**src/rtl/polmask_pkg.sv**
```systemverilog
package polmask_pkg;

  localparam int LINES_PER_WORD = 16;

  typedef enum logic [1:0] {
    BANK_MASK = 2'd0,
    BANK_POL  = 2'd1,
    BANK_STAT = 2'd2,
    BANK_NONE = 2'd3
  } bank_e;

  function automatic int words_for(input int lines);
    return (lines + LINES_PER_WORD - 1) / LINES_PER_WORD;
  endfunction

endpackage

```
**src/rtl/polmask_sync.sv**
```systemverilog
module polmask_sync #(
  parameter int WIDTH  = 32,
  parameter int STAGES = 2
) (
  input  logic             clk,
  input  logic             rst_n,
  input  logic [WIDTH-1:0] async_i,
  output logic [WIDTH-1:0] sync_o
);

  logic [WIDTH-1:0] stage_q [STAGES];

  always_ff @(posedge clk or negedge rst_n) begin
    if (!rst_n) begin
      for (int s = 0; s < STAGES; s++) stage_q[s] <= '0;
    end else begin
      stage_q[0] <= async_i;
      for (int s = 1; s < STAGES; s++) stage_q[s] <= stage_q[s-1];
    end
  end

  assign sync_o = stage_q[STAGES-1];

endmodule

```
**src/rtl/polmask_regs.sv**
```systemverilog
module polmask_regs
  import polmask_pkg::*;
#(
  parameter int NUM_LINES = 32,
  parameter int ADDR_W    = 8
) (
  input  logic                 clk,
  input  logic                 rst_n,
  input  logic                 bus_sel,
  input  logic                 bus_wr,
  input  logic [ADDR_W-1:0]    bus_addr,
  input  logic [15:0]          bus_wdata,
  output logic [15:0]          bus_rdata,
  input  logic [NUM_LINES-1:0] status_i,
  output logic [NUM_LINES-1:0] mask_o,
  output logic [NUM_LINES-1:0] pol_o,
  output logic [NUM_LINES-1:0] clr_o
);

  localparam int NWORD = words_for(NUM_LINES);
  localparam int PADW  = NWORD * LINES_PER_WORD;
  localparam logic [PADW-1:0] LIVE = {PADW{1'b1}} >> (PADW - NUM_LINES);

  bank_e            bank;
  logic [1:0]       idx;
  logic             hit;
  logic             wr_hit;
  logic             mask_en;
  logic             pol_en;
  logic [PADW-1:0]  word_bits;
  logic [PADW-1:0]  wide_w;
  logic [PADW-1:0]  mask_q, mask_d;
  logic [PADW-1:0]  pol_q, pol_d;
  logic [PADW-1:0]  clr_pad;
  logic [PADW-1:0]  stat_pad;
  logic [15:0]      rd_word;

  // address decode
  always_comb begin
    bank   = bank_e'(bus_addr[5:4]);
    idx    = bus_addr[3:2];
    hit    = bus_sel
          && (bus_addr[ADDR_W-1:6] == '0)
          && (bus_addr[1:0] == 2'b00)
          && (bank != BANK_NONE)
          && (int'(idx) < NWORD);
    wr_hit = hit && bus_wr;
  end

  for (genvar r = 0; r < NWORD; r++) begin : g_word
    assign word_bits[r*LINES_PER_WORD +: LINES_PER_WORD] =
      {LINES_PER_WORD{int'(idx) == r}};
  end

  assign wide_w   = {NWORD{bus_wdata}};
  assign stat_pad = PADW'(status_i);

  // next-state
  always_comb begin
    mask_en = wr_hit && (bank == BANK_MASK);
    pol_en  = wr_hit && (bank == BANK_POL);
    mask_d  = ((mask_q & ~word_bits) | (wide_w & word_bits)) & LIVE;
    pol_d   = ((pol_q  & ~word_bits) | (wide_w & word_bits)) & LIVE;
    clr_pad = (wr_hit && (bank == BANK_STAT)) ? (wide_w & word_bits & LIVE) : '0;
  end

  always_ff @(posedge clk or negedge rst_n) begin
    if (!rst_n) begin
      mask_q <= LIVE;
      pol_q  <= '0;
    end else begin
      if (mask_en) mask_q <= mask_d;
      if (pol_en)  pol_q  <= pol_d;
    end
  end

  // readback
  always_comb begin
    rd_word = '0;
    if (hit && !bus_wr) begin
      for (int r = 0; r < NWORD; r++) begin
        if (int'(idx) == r) begin
          case (bank)
            BANK_MASK: rd_word = mask_q[r*LINES_PER_WORD +: LINES_PER_WORD];
            BANK_POL:  rd_word = pol_q[r*LINES_PER_WORD +: LINES_PER_WORD];
            BANK_STAT: rd_word = stat_pad[r*LINES_PER_WORD +: LINES_PER_WORD];
            default:   rd_word = '0;
          endcase
        end
      end
    end
  end

  assign bus_rdata = rd_word;
  assign mask_o    = mask_q[NUM_LINES-1:0];
  assign pol_o     = pol_q[NUM_LINES-1:0];
  assign clr_o     = clr_pad[NUM_LINES-1:0];

endmodule

```
**src/rtl/polmask_event.sv**
```systemverilog
module polmask_event #(
  parameter int NUM_LINES = 32,
  parameter bit LATCHED   = 1'b1
) (
  input  logic                 clk,
  input  logic                 rst_n,
  input  logic [NUM_LINES-1:0] sync_i,
  input  logic [NUM_LINES-1:0] pol_i,
  input  logic [NUM_LINES-1:0] mask_i,
  input  logic [NUM_LINES-1:0] clr_i,
  output logic [NUM_LINES-1:0] status_o,
  output logic [NUM_LINES-1:0] rise_o,
  output logic [NUM_LINES-1:0] out_o
);

  logic [NUM_LINES-1:0] adj;
  logic [NUM_LINES-1:0] flag;
  logic [NUM_LINES-1:0] out_q, out_d;

  assign adj = sync_i ^ pol_i;

  if (LATCHED) begin : g_latch
    logic [NUM_LINES-1:0] prev_q;
    logic [NUM_LINES-1:0] stat_q, stat_d;
    logic [NUM_LINES-1:0] rise;

    always_comb begin
      rise   = adj & ~prev_q;
      stat_d = (stat_q & ~clr_i) | rise;   // set dominates clear
    end

    always_ff @(posedge clk or negedge rst_n) begin
      if (!rst_n) begin
        prev_q <= '0;
        stat_q <= '0;
      end else begin
        prev_q <= adj;
        stat_q <= stat_d;
      end
    end

    assign flag     = stat_d;
    assign status_o = stat_q;
    assign rise_o   = rise;
  end else begin : g_pass
    assign flag     = adj;
    assign status_o = '0;
    assign rise_o   = '0;
  end

  always_comb out_d = flag & ~mask_i;

  always_ff @(posedge clk or negedge rst_n) begin
    if (!rst_n) out_q <= '0;
    else        out_q <= out_d;
  end

  assign out_o = out_q;

endmodule

```
**src/rtl/polmask_intc.sv**
```systemverilog
module polmask_intc
  import polmask_pkg::*;
#(
  parameter int NUM_LINES = 32,
  parameter bit LATCHED   = 1'b1,
  parameter int ADDR_W    = 8
) (
  input  logic                 clk,
  input  logic                 rst_n,
  input  logic [NUM_LINES-1:0] irq_raw,
  input  logic                 bus_sel,
  input  logic                 bus_wr,
  input  logic [ADDR_W-1:0]    bus_addr,
  input  logic [15:0]          bus_wdata,
  output logic [15:0]          bus_rdata,
  output logic [NUM_LINES-1:0] irq_out
);

  logic [1:0]           rst_pipe_q;
  logic                 rst_core_n;
  logic [NUM_LINES-1:0] sync_s;
  logic [NUM_LINES-1:0] mask_q;
  logic [NUM_LINES-1:0] pol_q;
  logic [NUM_LINES-1:0] clr_vec;
  logic [NUM_LINES-1:0] status_q;
  logic [NUM_LINES-1:0] rise_vec;

  // asynchronous assert, synchronous release
  always_ff @(posedge clk or negedge rst_n) begin
    if (!rst_n) rst_pipe_q <= '0;
    else        rst_pipe_q <= {rst_pipe_q[0], 1'b1};
  end
  assign rst_core_n = rst_pipe_q[1];

  polmask_sync #(.WIDTH(NUM_LINES), .STAGES(2)) u_sync (
    .clk     (clk),
    .rst_n   (rst_core_n),
    .async_i (irq_raw),
    .sync_o  (sync_s)
  );

  polmask_regs #(.NUM_LINES(NUM_LINES), .ADDR_W(ADDR_W)) u_regs (
    .clk       (clk),
    .rst_n     (rst_core_n),
    .bus_sel   (bus_sel),
    .bus_wr    (bus_wr),
    .bus_addr  (bus_addr),
    .bus_wdata (bus_wdata),
    .bus_rdata (bus_rdata),
    .status_i  (status_q),
    .mask_o    (mask_q),
    .pol_o     (pol_q),
    .clr_o     (clr_vec)
  );

  polmask_event #(.NUM_LINES(NUM_LINES), .LATCHED(LATCHED)) u_event (
    .clk      (clk),
    .rst_n    (rst_core_n),
    .sync_i   (sync_s),
    .pol_i    (pol_q),
    .mask_i   (mask_q),
    .clr_i    (clr_vec),
    .status_o (status_q),
    .rise_o   (rise_vec),
    .out_o    (irq_out)
  );

endmodule

```
**config.mk**
```make
export PLATFORM = sky130hd
export DESIGN_NAME = polmask_intc
export DESIGN_NICKNAME = d
export VERILOG_FILES = /design/src/rtl/polmask_pkg.sv /design/src/rtl/polmask_sync.sv /design/src/rtl/polmask_regs.sv /design/src/rtl/polmask_event.sv /design/src/rtl/polmask_intc.sv
export SDC_FILE = /design/constraint.sdc
export NUM_CORES = 1
export LEC_CHECK = 0
export ABC_AREA = 0
export BUFFER_PORTS_ARGS = -buffer_cell sky130_fd_sc_hd__buf_2
export CORE_MARGIN = 3
export CORE_UTILIZATION = 50
export CTS_BUF_LIST = sky130_fd_sc_hd__clkbuf_16
export DETAILED_ROUTE_END_ITERATION = 8
export PLACE_DENSITY = 0.7
export SLEW_MARGIN = 20
export SYNTH_ARGS = -nofsm -noshare
export SYNTH_HDL_FRONTEND = slang
export SYNTH_SLANG_ARGS = --single-unit
```
**constraint.sdc**
```tcl
create_clock -name clk -period 6.4 [get_ports clk]
set_clock_uncertainty 0.1 [all_clocks]
set_input_delay 1.28 -clock clk [delete_from_list [all_inputs] [get_ports clk]]
set_output_delay 1.28 -clock clk [all_outputs]
set_load 0.05 [all_outputs]
```
==> results.sh <==
export IMPL_outcome="finished, final reports clean"
export IMPL_cts_max_level=1
export IMPL_antenna_found_initial=0
export IMPL_clk_path_buf_depth=3
export IMPL_core_area_um2=17400
export IMPL_cts_buffers_inserted=24
export IMPL_pwr_share_clk=0.423
export IMPL_setup_viol=0
export IMPL_cpPeakStageDelay_ps=800
export IMPL_ys_top_cells_by_area="dfrtp_1, dfstp_2, mux2_2, o21ai_0, mux2_4"
export IMPL_die_w_um=140
export IMPL_required_ps=5020
export IMPL_drtIter0Drc=327
export IMPL_netlist_instances=669
export IMPL_slew_headroom=0.291
export IMPL_start_util=0.514
export IMPL_area_growth_pct=16.4
export IMPL_cap_violations=0
export IMPL_tightest_slew_ps=1060
export IMPL_path_cells="buf_2 > nor2_1 > nand3_1 > a21oi_1 > buf_2"
export IMPL_crit_path_end_kind="primary output"
export IMPL_ys_warn_count=0
export IMPL_postCtsHoldBufs=0
export IMPL_io_buffer_count=107
export IMPL_yosysMostFrequentCell="dfrtp_1"
export IMPL_cp_max_fo=16
export IMPL_max_freq_ghz=0.211
export IMPL_ctsResizeCount=0
export IMPL_multi_input_area_um2=2950
export IMPL_dpl_hpwl_um=11600
export IMPL_regArea_um2=5700
export IMPL_setup_tns_ps=0
export IMPL_startpoint="bus_addr[7]"
export IMPL_period_minus_slack_ps=4750
export IMPL_drc=0
export IMPL_synth_fp_nets=729
export IMPL_synth_top_area_frac=0.543
export IMPL_sw_frac_of_total=0.228
export IMPL_grt_pass1_wl_um=30200
export IMPL_post_cts_setup_buffers=0
export IMPL_vias_per_cell=5.28
export IMPL_nets=842
export IMPL_num_rows=48
export IMPL_p_total_mw=2.93
export IMPL_cp_endpoint="bus_rdata[13]"
export IMPL_r2r_end="u_event.out_o[24]"
export IMPL_diodes=0
export IMPL_p_seq_frac=0.517
export IMPL_min_period_over_period=0.742
export IMPL_syn_cell_area_um2=8950
export IMPL_drive_above_1_share=0.341
export IMPL_root_buffer="clkbuf_16"
export IMPL_avgSynthCellArea_um2=13.4
export IMPL_comb_power_share=0.060
export IMPL_r2r_start="rst_pipe_q[1]"
export IMPL_clkSlewWorstSetupHoldPaths_ps=60
export IMPL_power_internal_mw=2.27
export IMPL_synth_distinct_cells=30
export IMPL_wl_per_cell_um=18.1
export IMPL_pin_count=108
export IMPL_fill_cells=1389
export IMPL_cp_common_cell="buf_2"
export IMPL_worstPathArrival_ps=3370
export IMPL_grt_max_degree=108
export IMPL_finalWirelength_um=18600
export IMPL_grt_total_usage=0.191
export IMPL_fp_dieH_um=140
export IMPL_overflow=0
export IMPL_rrSetupSlack_ps=4680
export IMPL_hold_viol=0
export IMPL_power_switching_uw=669
export IMPL_clock_latency_ps=520
export IMPL_fp_dieArea_um2=19500
export IMPL_irDropWorstVdd_mv=0.210
export IMPL_synthArstFlopShare=1.00
export IMPL_via_count=5409
export IMPL_worst_path_max_delay_cell="nand3_1"
export IMPL_synth_edf_count=0
export IMPL_synthFlopType="dfrtp_1"
export IMPL_maxSlewViolCount=0
export IMPL_grt_pass1_vias=5658
export IMPL_hold_class="register to register"
export IMPL_path_class="input port to primary output"
export IMPL_cts_sinks=226
export IMPL_ant_nets=0
export IMPL_power_per_cell_area_nw_per_um2=282
export IMPL_gp_congestion=0.786
export IMPL_critPathLaunchType="input port"
export IMPL_tritoncts="built"
export IMPL_rsz0062_at_grt="false"
export IMPL_drt_pass1_iterations=4
export IMPL_synthTopCellsByCount="dfrtp_1, o21ai_0, mux2_2"
export IMPL_r2r_worst_path_cells=1
export IMPL_leakage_nw=4.73
export IMPL_synth_seq_area_share=0.637
export IMPL_ys_seq_elements=226
export IMPL_yosys_area_top_type="dfrtp_1"
## worst max-delay path: cells and delay by family
family                 cells  cell delay (ps)
AO/OA/AOI/OAI              1              470
buffers and inverters      2              460
AND/OR/NAND/NOR            2             1150
## metal layers
metal  wire length, um  global-route usage  vias to the layer above
met5                 0                   0                        -
met4               463              0.0505                        0
met3               931              0.0368                       37
met2              9160               0.325                      142
met1              8030               0.253                     2720
li1                  -                   -                     2510
## stage by stage
stage / hold slack, ps / utilization / area [um^2] / instances / setup WS, ps
3_3_place_gp: 231 / 0.557 / 9690 / 981 / 1690
4_1_cts: 242 / 0.598 / 10400 / 1025 / 1680
2_1_floorplan: 231 / - / 8950 / 669 / 2130
3_5_place_dp: 235 / 0.557 / 9700 / 981 / 1690
6_report: 238 / 0.598 / 10400 / 1025 / 1650
5_1_grt: 248 / 0.598 / 10400 / 1025 / 1580
## cell usage in the layout (no fill, tap or decap), types with 5 or more instances in the layout
master and instances:
mux2_2 71, dfstp_2 32, buf_2 107, a21oi_1 32, xnor2_1 32, mux2_1 5
o21a_1 16, clkbuf_16 24, nand2b_1 17, dfrtp_1 193, o21ai_0 80, nor2_1 17
nor2b_1 32, clkinv_1 5, o22a_1 16, mux2_4 20, o211ai_1 16, inv_1 60
## power groups by stage
stage	Sequential [mW]	Clock [mW]	Combinational [mW]
2_1_floorplan	1.57	0	0.0836
3_3_place_gp	1.54	0	0.171
3_5_place_dp	1.54	0	0.178
4_1_cts	1.52	1.28	0.179
5_1_grt	1.52	1.34	0.195
6_report	1.52	1.24	0.176
## cell families (layout without fill, tap and decap cells)
kind of cell           Yosys count  count (layout)  share of synthesized area
AO/OA/AOI/OAI                  161             161                      0.106
XOR/XNOR                        32              32                     0.0313
buffers and inverters           73             204                     0.0340
flip-flops                     226             226                      0.637
multiplexers                    96              96                      0.129
other                            1               1                   0.000419
AND/OR/NAND/NOR                 80              80                     0.0625
## worst min path at each step
stage / startpoint / to / slack, ps / cells past startpoint
2_1_floorplan: rst_pipe_q[0] / rst_pipe_q[1] / 230 / 0
3_3_place_gp: u_sync.stage_q[41] / u_sync.sync_o[9] / 230 / 0
3_5_place_dp: u_sync.stage_q[41] / u_sync.sync_o[9] / 230 / 0
4_1_cts: u_sync.stage_q[36] / u_sync.sync_o[4] / 240 / 0
5_1_grt: u_sync.stage_q[41] / u_sync.sync_o[9] / 250 / 0
6_report: u_sync.stage_q[36] / u_sync.sync_o[4] / 240 / 0
## final cells by class
type,instances,share of cell area
tap,225,0.0270
clock buffer,24,0.0577
inverter,48,0.0173
clock inverter,20,0.0111
sequential,226,0.547
multi-input combinational,370,0.284
timing repair buffer,112,0.0562
No activity file was read; power rests on OpenSTA's default activity.
